$ cat src/rtl/wdog_pkg.sv
package wdog_pkg;
   localparam int DATA_W = 32;
   localparam int PSC_W  = 4;
   localparam int MODE_W = 2;
   localparam int EN_BIT = 7;
   localparam int MODE_LSB = 4;

   localparam logic [7:0] OFS_RELOAD = 8'h00;
   localparam logic [7:0] OFS_COUNT  = 8'h04;
   localparam logic [7:0] OFS_CTRL   = 8'h08;

   localparam logic [MODE_W-1:0] MODE_WDOG = 2'd3;

   typedef enum logic [1:0] {
      SEL_RELOAD,
      SEL_COUNT,
      SEL_CTRL,
      SEL_NONE
   } reg_sel_e;

   typedef struct packed {
      logic              en;
      logic [MODE_W-1:0] mode;
      logic [PSC_W-1:0]  psc;
   } ctl_t;
endpackage

$ cat src/rtl/wdog_regs.sv
module wdog_regs
   import wdog_pkg::*;
#(
   parameter int CNT_W  = 16,
   parameter int ADDR_W = 4
) (
   input  logic                clk,
   input  logic                rst_n,
   input  logic [ADDR_W-1:0]   addr,
   input  logic                we,
   input  logic [DATA_W-1:0]   wdata,
   input  logic [CNT_W-1:0]    cnt,
   output logic [CNT_W-1:0]    reload_q,
   output ctl_t                ctl_q,
   output logic                reload_wr,
   output logic                ctl_wr,
   output logic                rearm,
   output logic [DATA_W-1:0]   rdata
);
   reg_sel_e sel;

   always_comb begin
      if (addr == ADDR_W'(OFS_RELOAD))      sel = SEL_RELOAD;
      else if (addr == ADDR_W'(OFS_COUNT))  sel = SEL_COUNT;
      else if (addr == ADDR_W'(OFS_CTRL))   sel = SEL_CTRL;
      else                                  sel = SEL_NONE;
   end

   assign reload_wr = we && (sel == SEL_RELOAD);
   assign ctl_wr    = we && (sel == SEL_CTRL);
   assign rearm     = ctl_wr && wdata[EN_BIT] && !ctl_q.en;

   always_ff @(posedge clk or negedge rst_n) begin
      if (!rst_n) begin
         reload_q <= '0;
         ctl_q    <= '0;
      end else begin
         if (reload_wr) reload_q <= wdata[CNT_W-1:0];
         if (ctl_wr) begin
            ctl_q.en   <= wdata[EN_BIT];
            ctl_q.mode <= wdata[MODE_LSB +: MODE_W];
            ctl_q.psc  <= wdata[PSC_W-1:0];
         end
      end
   end

   logic [DATA_W-1:0] ctl_rd;
   always_comb begin
      ctl_rd                        = '0;
      ctl_rd[EN_BIT]                = ctl_q.en;
      ctl_rd[MODE_LSB +: MODE_W]    = ctl_q.mode;
      ctl_rd[PSC_W-1:0]             = ctl_q.psc;
   end

   always_comb begin
      unique case (sel)
         SEL_RELOAD: rdata = DATA_W'(reload_q);
         SEL_COUNT:  rdata = DATA_W'(cnt);
         SEL_CTRL:   rdata = ctl_rd;
         default:    rdata = '0;
      endcase
   end
endmodule

$ cat src/rtl/wdog_prescale.sv
module wdog_prescale
   import wdog_pkg::*;
#(
   parameter int CODE_W = PSC_W
) (
   input  logic              clk,
   input  logic              rst_n,
   input  logic              run,
   input  logic              clr,
   input  logic [CODE_W-1:0] code,
   output logic              tick
);
   localparam int DIV_W = (2 ** CODE_W) - 1;

   logic [DIV_W-1:0] phase_q;
   logic [DIV_W-1:0] mask;

   for (genvar i = 0; i < DIV_W; i++) begin : g_mask
      assign mask[i] = (int'(code) > i);
   end

   assign tick = run && !clr && ((phase_q & mask) == mask);

   always_ff @(posedge clk or negedge rst_n) begin
      if (!rst_n)      phase_q <= '0;
      else if (clr)    phase_q <= '0;
      else if (run)    phase_q <= phase_q + DIV_W'(1);
   end
endmodule

$ cat src/rtl/wdog_count.sv
module wdog_count
   import wdog_pkg::*;
#(
   parameter int CNT_W = 16
) (
   input  logic             clk,
   input  logic             rst_n,
   input  logic             reload_wr,
   input  logic [CNT_W-1:0] wr_val,
   input  logic             rearm,
   input  logic [CNT_W-1:0] reload_q,
   input  logic             tick,
   input  logic             wdog_mode,
   output logic [CNT_W-1:0] cnt_q,
   output logic             req_q
);
   logic live;
   logic last;

   assign live = tick && !reload_wr && !rearm && (cnt_q != '0);
   assign last = live && (cnt_q == CNT_W'(1));

   always_ff @(posedge clk or negedge rst_n) begin
      if (!rst_n) begin
         cnt_q <= '0;
         req_q <= 1'b0;
      end else begin
         req_q <= last && wdog_mode;
         if (reload_wr)  cnt_q <= wr_val;
         else if (rearm) cnt_q <= reload_q;
         else if (live)  cnt_q <= cnt_q - CNT_W'(1);
      end
   end
endmodule

$ cat src/rtl/wdog_tmr.sv
module wdog_tmr
   import wdog_pkg::*;
#(
   parameter int CNT_W  = 16,
   parameter int ADDR_W = 4
) (
   input  logic              clk,
   input  logic              rst_n,
   input  logic [ADDR_W-1:0] bus_addr,
   input  logic              bus_we,
   input  logic [31:0]       bus_wdata,
   output logic [31:0]       bus_rdata,
   output logic              rst_req
);
   if (CNT_W < 1 || CNT_W > DATA_W) begin : g_bad_cnt
      $error("wdog_tmr: CNT_W must be between 1 and the bus width");
   end
   if (ADDR_W < 4) begin : g_bad_addr
      $error("wdog_tmr: ADDR_W must cover offset 0x08");
   end

   logic [CNT_W-1:0] cnt_q;
   logic [CNT_W-1:0] reload_q;
   ctl_t             ctl_q;
   logic             reload_wr;
   logic             ctl_wr;
   logic             rearm;
   logic             tick;
   logic             ctl_en;
   logic [MODE_W-1:0] ctl_mode;

   assign ctl_en   = ctl_q.en;
   assign ctl_mode = ctl_q.mode;

   wdog_regs #(.CNT_W(CNT_W), .ADDR_W(ADDR_W)) u_regs (
      .clk       (clk),
      .rst_n     (rst_n),
      .addr      (bus_addr),
      .we        (bus_we),
      .wdata     (bus_wdata),
      .cnt       (cnt_q),
      .reload_q  (reload_q),
      .ctl_q     (ctl_q),
      .reload_wr (reload_wr),
      .ctl_wr    (ctl_wr),
      .rearm     (rearm),
      .rdata     (bus_rdata)
   );

   wdog_prescale #(.CODE_W(PSC_W)) u_psc (
      .clk   (clk),
      .rst_n (rst_n),
      .run   (ctl_en),
      .clr   (reload_wr || ctl_wr),
      .code  (ctl_q.psc),
      .tick  (tick)
   );

   wdog_count #(.CNT_W(CNT_W)) u_cnt (
      .clk       (clk),
      .rst_n     (rst_n),
      .reload_wr (reload_wr),
      .wr_val    (bus_wdata[CNT_W-1:0]),
      .rearm     (rearm),
      .reload_q  (reload_q),
      .tick      (tick),
      .wdog_mode (ctl_mode == MODE_WDOG),
      .cnt_q     (cnt_q),
      .req_q     (rst_req)
   );
endmodule

$ cat config.mk
export PLATFORM = sky130hd
export DESIGN_NAME = wdog_tmr
export DESIGN_NICKNAME = d
export VERILOG_FILES = /design/src/rtl/wdog_pkg.sv /design/src/rtl/wdog_regs.sv /design/src/rtl/wdog_prescale.sv /design/src/rtl/wdog_count.sv /design/src/rtl/wdog_tmr.sv
export SDC_FILE = /design/constraint.sdc
export NUM_CORES = 1
export LEC_CHECK = 0
export BUFFER_PORTS_ARGS = -buffer_cell sky130_fd_sc_hd__buf_2
export CAP_MARGIN = 30
export CORE_UTILIZATION = 25
export DETAILED_ROUTE_END_ITERATION = 16
export GPL_TIMING_DRIVEN = 1
export HOLD_SLACK_MARGIN = 0.15
export PLACE_DENSITY = 0.4
export SKIP_LAST_GASP = 1
export SLEW_MARGIN = 20
export SYNTH_ARGS = -nofsm -noshare
export SYNTH_HDL_FRONTEND = slang
export SYNTH_SLANG_ARGS = --single-unit
$ cat constraint.sdc
create_clock -name clk -period 2.05 [get_ports clk]
set_input_delay 0.41 -clock clk [delete_from_list [all_inputs] [get_ports clk]]
set_output_delay 0.41 -clock clk [all_outputs]
set_load 0.01 [all_outputs]
======== Word-level counts from Yosys, hierarchy flattened ========
Cells that the tools add are included.
operators by class
  $add $sub $neg .......................... 2
  $mul .................................... 0
  divide/modulo/power cells ............... 0
  magnitude comparators ................... 15
  eq/ne operators ......................... 7
  shift-type cells ........................ 0
  mux-type cells .......................... 9
  bitwise gates (word level) .............. 1
  reduce and logical (&&, ||, !) cells .... 21
operator list
  kind                   number
  $mux 16                3
  $pmux 16 s3            1
  $mux 15                2
  $gt 4x4->1 const B     7
  $eq 16x1->1 const B    1
  $gt 4x3->1 const B     4
  $reduce_bool 16->1     1
  $sub 16x1->16 const B  1
  $add 15x1->15 const B  1
  $and 15x15->15         1
  $eq 15x15->1           1
  $logic_and 1x1->1      11
  $gt 4x1->1 const B     2
  $gt 4x2->1 const B     2
  $eq 2x2->1 const B     2
  $eq 4x3->1 const B     1
  $eq 4x4->1 const B     1
  $logic_not 1->1        4
  $logic_not 4->1        1
  $mux 2                 2
  $reduce_bool 3->1      1
  $eq 2x1->1 const B     1
  $logic_not 2->1        1
  $reduce_bool 2->1      1
  other kinds (2)        2
word-level totals
  bits in registers ....................... 55
  latch bits .............................. 0
  bits in writable memories ............... 0
  ROM bits ................................ 0
  input port bits ......................... 39
  output and inout bits ................... 33
  word-level logic and storage cells ...... 62
  memories kept ........................... 0

======== Logic depth before layout (Yosys ltp) ========
Gate-level depths: netlist of run 1.
  depth after elaboration ................. 16
  depth in mapped cells ................... 9
  depth with buffers taken out ............ 8

======== Cells and area by module ========
A second synthesis of run 1 with hierarchy kept.
unflattened totals
  cell total of the unflattened synthesis .. 367
  area total of the unflattened synthesis .. 3,534.6 um2
by module, submodules not included
  module         times used  cells each  area an instance (um2)  seq. area each (um2)
  wdog_regs      1           105         1,313.8                 575.6
  wdog_count     1           160         1,303.8                 425.4
  wdog_prescale  1           100         904.6                   375.4
  wdog_tmr       1           2           12.5                    0.0

======== Worst setup path after synthesis of run 1 ========
Ideal clock, no wire load.
  kind .................................... in2out
  start ................................... input bus_addr[3]
  end ..................................... output bus_rdata[7]
  data arrival time ....................... 1.764 ns
  required time ........................... 1.640 ns
  setup slack ............................. -0.124 ns
  stages on the path ...................... 5
  buffers on the path ..................... 2
  cells stage by stage .................... clkbuf_1 > nor4b_1 > buf_2 > a222oi_1 > inv_1
on the way
  longest elaborated chain between the ends .. 6
  elaborated cells between the ends (all ways) .. 10
  those cells by class .................... eq/ne: 4; mux: 4; reduce/logical: 2
RTL lines
  what                                line             text
  from (decl)                         wdog_tmr.sv:9    input logic [ADDR_W-1:0] bus_addr,
  $eq 4x4->1                          wdog_regs.sv:25  else if (addr == ADDR_W'(OFS_CTRL)) sel = SEL_CTRL;
  $mux 1                              wdog_regs.sv:25
  $mux 2                              wdog_regs.sv:24  else if (addr == ADDR_W'(OFS_COUNT)) sel = SEL_COUNT;
  $mux 2 (*)                          wdog_regs.sv:23  if (addr == ADDR_W'(OFS_RELOAD)) sel = SEL_RELOAD;
  $eq 2x2->1 (tied with other cells)  wdog_regs.sv:56  unique case (sel)
  $pmux 16 s3 (*)                     wdog_regs.sv:56
  to (decl)                           wdog_tmr.sv:12   output logic [31:0] bus_rdata,
Mark *: on every way between the ends. The rest lies on a longest branch, timed or not.

======== Final worst setup path of run 1 ========
  start ................................... register, netlist name u_regs.ctl_q[1]
  end ..................................... register u_cnt.cnt_q[9]
on the way
  longest elaborated chain between the ends .. 8
  elaborated cells between the ends (all ways) .. 22
  those cells by class .................... order compare: 15; eq/ne: 1; bitwise: 1; reduce/logical: 5
RTL lines
  what                                line                 text
  $gt 4x1->1 (tied with other cells)  wdog_prescale.sv:19  assign mask[i] = (int'(code) > i);
  $and 15x15->15                      wdog_prescale.sv:22  assign tick = run && !clr && ((phase_q & mask) == mask);
  $eq 15x15->1 (*)                    wdog_prescale.sv:22
  $logic_and 1x1->1 (*)               wdog_prescale.sv:22
  $logic_and 1x1->1 (*) (3 in a row)  wdog_count.sv:20     assign live = tick && !reload_wr && !rearm && (cnt_q != '0);
  $reduce_bool 3->1 (no line) (*)     -
  to (signal assigned)                wdog_count.sv:29     if (reload_wr) cnt_q <= wr_val;
  to (signal assigned)                wdog_count.sv:30     else if (rearm) cnt_q <= reload_q;
  to (signal assigned)                wdog_count.sv:31     else if (live) cnt_q <= cnt_q - CNT_W'(1);
  to (decl)                           wdog_count.sv:14     output logic [CNT_W-1:0] cnt_q,
Marks and branches as above.
A chain may end at the register's enable or synchronous reset.

==> results of run 1 <==
worst max-delay path by stage:
stage,slack (ns),endpoint,startpoint,cells past startpoint
floorplan,0.04,u_cnt.cnt_q[10],u_regs.ctl_q[2],7
global placement,-0.07,u_regs.ctl_q[6],bus_addr[1],6
detailed placement,-0.11,u_cnt.cnt_q[10],u_regs.ctl_q[1],7
CTS,-0.12,u_cnt.cnt_q[9],u_regs.ctl_q[2],6
global route,-0.13,u_cnt.cnt_q[9],u_regs.ctl_q[1],6
finish,-0.1,u_cnt.cnt_q[9],u_regs.ctl_q[1],6
routing by layer:
| metal | wire length, um | up-vias | GRT usage (%) | part of all wire, % |
|---|---|---|---|---|
| met1 | 4860 | 1457 | 19.5 | 49 |
| li1 | - | 1493 | - | - |
| met4 | 100 | 0 | 3.59 | 1.0 |
| met5 | 0 | - | 0 | 0 |
| met3 | 433 | 6 | 3.75 | 4.3 |
| met2 | 4610 | 55 | 25.0 | 46 |
what timing repair did:
| item | in CTS | in global routing |
|---|---|---|
| hold buffers | 1 | 0 |
| endpoints found under the hold margin | 19 | 0 |
| resized for setup | 11 | 11 |
| setup endpoints to repair | 23 | 30 |
| gates cloned | 0 | 0 |
| pin swaps | 4 | 10 |
| setup buffers | 1 | 3 |
flip-flops by register name, indices dropped and copies added, names as in the netlist:
register and cells:
u_cnt.cnt_q 16, u_regs.reload_q 16, u_psc.phase_q 15, u_cnt.req_q 1, u_regs.ctl_q 7
final cells by class:
cell class | count | area, um2 | area share (%)
clock buffer | 6 | 139 | 3.10
clock inverter | 1 | 5.00 | 0.112
inverter | 16 | 60.1 | 1.34
multi-input combinational | 288 | 1930 | 43.1
sequential | 55 | 1380 | 30.8
tap | 176 | 220 | 4.91
timing repair buffer | 103 | 746 | 16.6
report_power, final:
| group | internal, mW | switching [mW] |
|---|---|---|
| logic | 0.947 | 0.868 |
| clock network | 0.479 | 0.409 |
| registers | 1.36 | 0.302 |
metrics by stage:
step | setup WS, ns | TNS [ns] | cells | total power [mW] | area [um2]
floorplan | 0.0357 | 0 | 397 | 2.77 | 3550
detailed placement | -0.114 | -2.06 | 636 | 3.43 | 4240
finish | -0.0966 | -1.05 | 645 | 4.36 | 4480
global placement | -0.0727 | -1.26 | 636 | 3.40 | 4240
global route | -0.128 | -1.58 | 645 | 4.72 | 4480
CTS | -0.115 | -1.35 | 644 | 4.39 | 4440
kinds of logic after synthesis:
logic type / Yosys count / share of synthesized area (%)
DFF: 55 / 39.5
other: 1 / 0.108
xor gates and xnor gates: 20 / 5.03
AOI/OAI and AO/OA: 75 / 15.2
muxes: 22 / 7.72
and+or+nand+nor: 152 / 22.8
buffers and inverters: 54 / 8.58
adders and majority gates: 3 / 1.08
worst reg2reg max path, cell delays in order (launching register included):
cell and delay (ns):
dfrtp_2 0.46, or2_1 0.25, a221oi_2 0.26, nand4_1 0.26, o211ai_4 0.32, buf_6 0.18
mux2_4 0.30
cells in the final DEF, fill, tap and decap left out, types with 9 or more instances in the layout:
cell / netlist / routed
mux2_4: 7 / 11
dfrtp_1: 55 / 51
nor2_1: 27 / 27
xnor2_1: 12 / 12
conb_1: 1 / 16
a22o_1: 9 / 9
nor3_1: 10 / 10
inv_1: 16 / 16
buf_4: 16 / 52
a21oi_1: 14 / 14
o21ai_0: 23 / 23
buf_2: 11 / 39
nand2_1: 60 / 60
==> out/qor_table.md, run 1 <==
| Parameter | Reported | Unit |
| --- | --- | --- |
| Die ar. | 14,400 | um2 |
| Outcome | finished with violations | - |
| Number of DRC violations after detailed-routing iteration 0 | 125 | - |
| Crit-path slowest cell | dfrtp_2 | - |
| Sequential cell area fraction in the yosys report | 39.5 | % |
| CTS sink cnt | 55 | - |
| Growth of design area from synthesis to finish | 28.6 | % |
| CP Cell Sequence | or2_1 > a221oi_2 > nand4_1 > o211ai_4 > buf_6 > mux2_4 | - |
| Largest fanout on the critical path | 7 | - |
| Area leader, netlist | dfrtp_1 | - |
| Final Cycle Share | 105 | % |
| Inserted Clock Buffers | 5 | - |
| CTS root buf | clkbuf_16 | - |
| Total gr overflow | 0 | - |
| Synth cell count leaders | nand2_1 (60), dfrtp_1 (55), nor2_1 (27), o21ai_0 (23) | - |
| Synthesis Warnings | 0 | - |
| Clock Path Buffers | 2 | - |
| WL per Instance | 15.5 | um |
| Length in cells of the worst reg-to-reg path | 6 | - |
| IR Drop Worst-Case VDD | 0.374 | mV |
| Worst slack on hold paths | 0.310 | ns |
| Utilization after layout | 33.5 | % |
| Hold Path Class | in -> reg | - |
| Cell row count | 42 | - |
| Antenna violations before repair | 0 | - |
| Critical Path Start Type | flip-flop | - |
| Number of vias per cell | 4.67 | - |
| Power density cells | 974 | nW/um2 |
| Cell Area, Synth | 3490 | um2 |
| CTS clock-pin slew for the worst setup and hold paths | 0.07 | ns |
| Cell depth of the worst min-delay path | 3 | - |
| Horiz. Die Dim | 120 | um |
| Post-synth ARST share | 100 | % |
| Leading cell types by total area after synthesis | dfrtp_1 (39%), nand2_1 (6.5%), mux2_2 (3.6%) | - |
| Buffering stage count on the worst path with inverters included | 1 | - |
| Total length of routed wires | 10,000 | um |
| Final Hold Viols | 0 | - |
| Fill cells | 1,426 | - |
| H-Tree Level Count | 2 | - |
| Dominant cell by count in the synthesized netlist | nand2_1 | - |
| Clock tree from TritonCTS | built | - |
| Static power due to leakage | 2.15 | nW |
| Share of post-route cells with drive strength above 1 | 32.8 | % |
| Pre-Repair DR Iteration Count | 4 | - |
| Antenna Violating Nets Remaining | 0 | - |
| Peak clock frequency supported by timing | 0.466 | GHz |
| Hold wc startpoint | bus_wdata[8] | - |
| Primary flip-flop cell chosen by synthesis mapping | dfrtp_1 | - |
| Clock skew after layout | 0.00822 | ns |
| Final GP Congestion | 0.843 | - |
| HPWL reported at the end of detailed placement | 7510 | um |
| Largest net degree at the start of global routing | 37 | - |
| Yosys cell types | 62 | - |
| Top-level port count | 72 | - |
| Launch point of the worst reg-to-reg path | u_regs.ctl_q[1] | - |
| Ant. Diodes | 0 | - |
| Global-route wire length before repair | 16,500 | um |
| Total routing resource utilization after global routing | 15.1 | % |
| WP data required | 2.24 | ns |
| Failing checks | negative setup slack | - |
| Kind of end point of the critical path | flip-flop | - |
| Transition time at the pin with the least slew margin | 0.516 | ns |
| Port-buffer cells | 39 | - |
| Skew-Pair Late Insertion Delay | 0.31 | ns |
| Share of Yosys cell area claimed by the top area cell type | 39.5 | % |
| Count of final max-slew check failures | 0 | - |
| Final critical path time including I/O delays and setup | 2.15 | ns |
| Syn Inst Count | 382 | - |
| Post-route DRC violation count | 0 | - |
| Final Setup Violations | 14 | - |
| Total Nets Final | 511 | - |
| Post-synth EDFFs | 0 | - |
| Sink of the worst hold path | u_regs.reload_q[8] | - |
| Vertical extent of the die | 120 | um |
| Flop and latch count out of synthesis | 55 | - |
| Synth Area per Inst | 9.13 | um2 |
| Slowest stage delay, CP | 0.46 | ns |
| Category of the most critical setup path | reg -> reg | - |
| Slew HR | 65.6 | % |
| Unrepaired setup endpoints after global routing | true | - |
| Vias | 3,011 | - |
| Vias in the first global route | 3,131 | - |
| Starting density of the core | 26.0 | % |
| Flop2flop setup slack | -0.1 | ns |
| Floorplan Core Area | 13,400 | um2 |
| Number of max-capacitance violations reported | 0 | - |
| Worst R2R End | u_cnt.cnt_q[9] | - |
| Kind of cell adding the most delay to the critical path | compound AO/OA/AOI/OAI gates | - |
| PnR worst setup slack | -0.0966 | ns |
| Crit path DAT | 2.34 | ns |
Note: power is estimated with default switching activity, not from simulation.
==> run 2: changes to the inputs <==
--- a/config.mk
+++ b/config.mk
@@ -5,13 +5,14 @@
 export SDC_FILE = /design/constraint.sdc
 export NUM_CORES = 1
 export LEC_CHECK = 0
-export BUFFER_PORTS_ARGS = -buffer_cell sky130_fd_sc_hd__buf_2
 export CAP_MARGIN = 30
 export CORE_UTILIZATION = 25
 export DETAILED_ROUTE_END_ITERATION = 16
+export DONT_BUFFER_PORTS = 1
 export GPL_TIMING_DRIVEN = 1
 export HOLD_SLACK_MARGIN = 0.15
-export PLACE_DENSITY = 0.4
+export PLACE_DENSITY = 0.41
+export SETUP_SLACK_MARGIN = 0.3
 export SKIP_LAST_GASP = 1
 export SLEW_MARGIN = 20
 export SYNTH_ARGS = -nofsm -noshare
==> out/qor_table.md, run 2 (synthesized netlist as in run 1, its figures left out) <==
| Parameter | Reported | Unit |
| --- | --- | --- |
| Outcome | finished with violations | - |
| Failing checks | negative setup slack | - |
| Sequential cell fraction of total power | 37.7 | % |
| Commonest cells after routing, fill and taps aside | nand2_1 (59), dfrtp_1 (47), buf_4 (42), nor2_1 (27), o21ai_0 (23) | - |
| Launch point of the worst reg-to-reg path | u_regs.ctl_q[2] | - |
| Critical Path Start Type | flip-flop | - |
| CP Cell Sequence | or2_1 > a221oi_2 > nand4_1 > o211ai_4 > buf_12 > mux2_2 | - |
| Sw power | 1.59 | mW |
| Vertical extent of the die | 120 | um |
| Count of final max-slew check failures | 0 | - |
| Kind of end point of the critical path | flip-flop | - |
| Vias in the first global route | 2,967 | - |
| Horiz. Die Dim | 120 | um |
| Floorplan Core Area | 13,400 | um2 |
| Number of vias per cell | 4.86 | - |
| Top-level port count | 72 | - |
| Cell Count Post-Placement | 575 | - |
| Global-route wire length before repair | 16,400 | um |
| Share of post-route cells with drive strength above 1 | 28.9 | % |
| Crit-path slowest cell | dfrtp_2 | - |
| H-Tree Level Count | 2 | - |
| Antenna violations before repair | 0 | - |
| Fraction of power consumed by the clock network | 22.5 | % |
| Final Setup Violations | 7 | - |
| CTS clock-pin slew for the worst setup and hold paths | 0.07 | ns |
| CTS root buf | clkbuf_16 | - |
| Growth of design area from synthesis to finish | 24.2 | % |
| Crit path DAT | 2.28 | ns |
| Length in cells of the worst reg-to-reg path | 6 | - |
| Unrepaired setup endpoints after global routing | true | - |
| WP data required | 2.23 | ns |
| Final critical path time including I/O delays and setup | 2.09 | ns |
| IR Drop Worst-Case VDD | 0.401 | mV |
| Ant. Diodes | 0 | - |
| Static power due to leakage | 1.94 | nW |
| Post-route DRC violation count | 0 | - |
| Hold Path Class | in -> reg | - |
| End of the critical path | u_cnt.cnt_q[2] | - |
| Slowest stage delay, CP | 0.48 | ns |
| Sw frac | 35.2 | % |
| Largest fanout on the critical path | 14 | - |
| Pre-Repair DR Iteration Count | 8 | - |
| CTS sink cnt | 55 | - |
| Total gr overflow | 0 | - |
| Total length of routed wires | 10,100 | um |
| Clock Path Buffers | 2 | - |
| Starting density of the core | 26.0 | % |
| Category of the most critical setup path | reg -> reg | - |
| Power density cells | 1040 | nW/um2 |
| P_int | 2.92 | mW |
| HPWL reported at the end of detailed placement | 6910 | um |
| Peak clock frequency supported by timing | 0.478 | GHz |
| Antenna Violating Nets Remaining | 0 | - |
| Non-filler instance count after layout | 598 | - |
| Port-buffer cells | 0 | - |
| Registers with the most flip-flops | u_cnt.cnt_q (16), u_regs.reload_q (16), u_psc.phase_q (15) | - |
| Final Cycle Share | 102 | % |
| Final Power | 4.51 | mW |
| Worst R2R End | u_cnt.cnt_q[2] | - |
| Clock tree from TritonCTS | built | - |
| Utilization after layout | 32.3 | % |
| Largest net degree at the start of global routing | 56 | - |
| Number of DRC violations after detailed-routing iteration 0 | 177 | - |
| Vias | 2,909 | - |
| Crit path launch | u_regs.ctl_q[2] | - |
| Final Hold Viols | 0 | - |
| Final GP Congestion | 0.751 | - |
| Cell area after placement | 3910 | um2 |
| Total Nets Final | 463 | - |
| Total routing resource utilization after global routing | 14.5 | % |
| Flop2flop setup slack | -0.04 | ns |
| PnR worst setup slack | -0.0434 | ns |
| Inserted Clock Buffers | 5 | - |
| Post-Layout Inst Area | 4330 | um2 |
| Clock skew after layout | 0.00640 | ns |
| Fraction of power consumed by combinational cells | 39.8 | % |
| Die ar. | 14,400 | um2 |
| Skew-Pair Late Insertion Delay | 0.30 | ns |
| Buffering stage count on the worst path with inverters included | 1 | - |
| Commonest non-fill, non-tap cell in the layout | nand2_1 | - |
| Hold wc startpoint | bus_wdata[6] | - |
| Kind of cell adding the most delay to the critical path | flip-flops | - |
| Number of cells on the critical path | 6 | - |
| Cell row count | 42 | - |
| WL per Instance | 16.8 | um |
| Post-Place Worst Slack | -0.103 | ns |
| Number of max-capacitance violations reported | 0 | - |
| Fill cells | 1,419 | - |
==> run 2: area by class of cell <==
class                           instances  area (um2)  area share, %
Timing Repair Buffer                   55         503           11.6
Clock buffer                            6         139           3.21
Sequential cell                        55        1390           32.0
Tap cell                              176         220           5.09
Clock inverter                          2        35.0          0.809
Multi-Input combinational cell        288        1980           45.9
Inverter                               16        60.1           1.39
==> run 2: routing by layer <==
metal	wire length [um]	part of all wire, %	track usage (%)	vias up
met4	60	0.60	2.50	0
met5	0	0	0	-
met1	4830	48	20.2	1448
met3	439	4.4	3.09	5
li1	-	-	-	1391
met2	4730	47	23.2	65
==> run 2: worst min path at each step <==
stage	endpoint	cells after the start	slack [ns]
floorplan	u_cnt.cnt_q[0]	0	0.11
global placement	u_regs.reload_q[11]	0	0.12
detailed placement	u_regs.reload_q[11]	0	0.12
CTS	u_regs.reload_q[6]	2	0.22
global route	u_regs.reload_q[6]	2	0.22
finish	u_regs.reload_q[6]	2	0.22
==> run 2: what timing repair did <==
action | 4_1_cts | 5_1_grt
resized for setup | 21 | 8
endpoints found under the hold margin | 55 | 0
pin swaps | 9 | 10
hold buffers | 2 | 0
endpoints found under the setup margin | 24 | 35
setup buffers | 10 | 3
==> run 2: power by group through the flow <==
stage                     Clock [mW]  Sequential, mW  Combinational (mW)
after global placement             0            1.70                1.57
final                           1.01            1.70                1.79
after CTS                       1.04            1.69                1.79
after global routing            1.09            1.75                2.00
after detailed placement           0            1.70                1.60
after floorplan                    0            1.61                1.20
==> run 2: per-stage QoR <==
stage                     setup TNS, ns  hold WS, ns
after detailed placement         -0.946        0.118
final                            -0.168        0.221
after global placement           -0.840        0.118
after global routing              -1.79        0.217
after CTS                        -0.136        0.216
after floorplan                       0        0.114
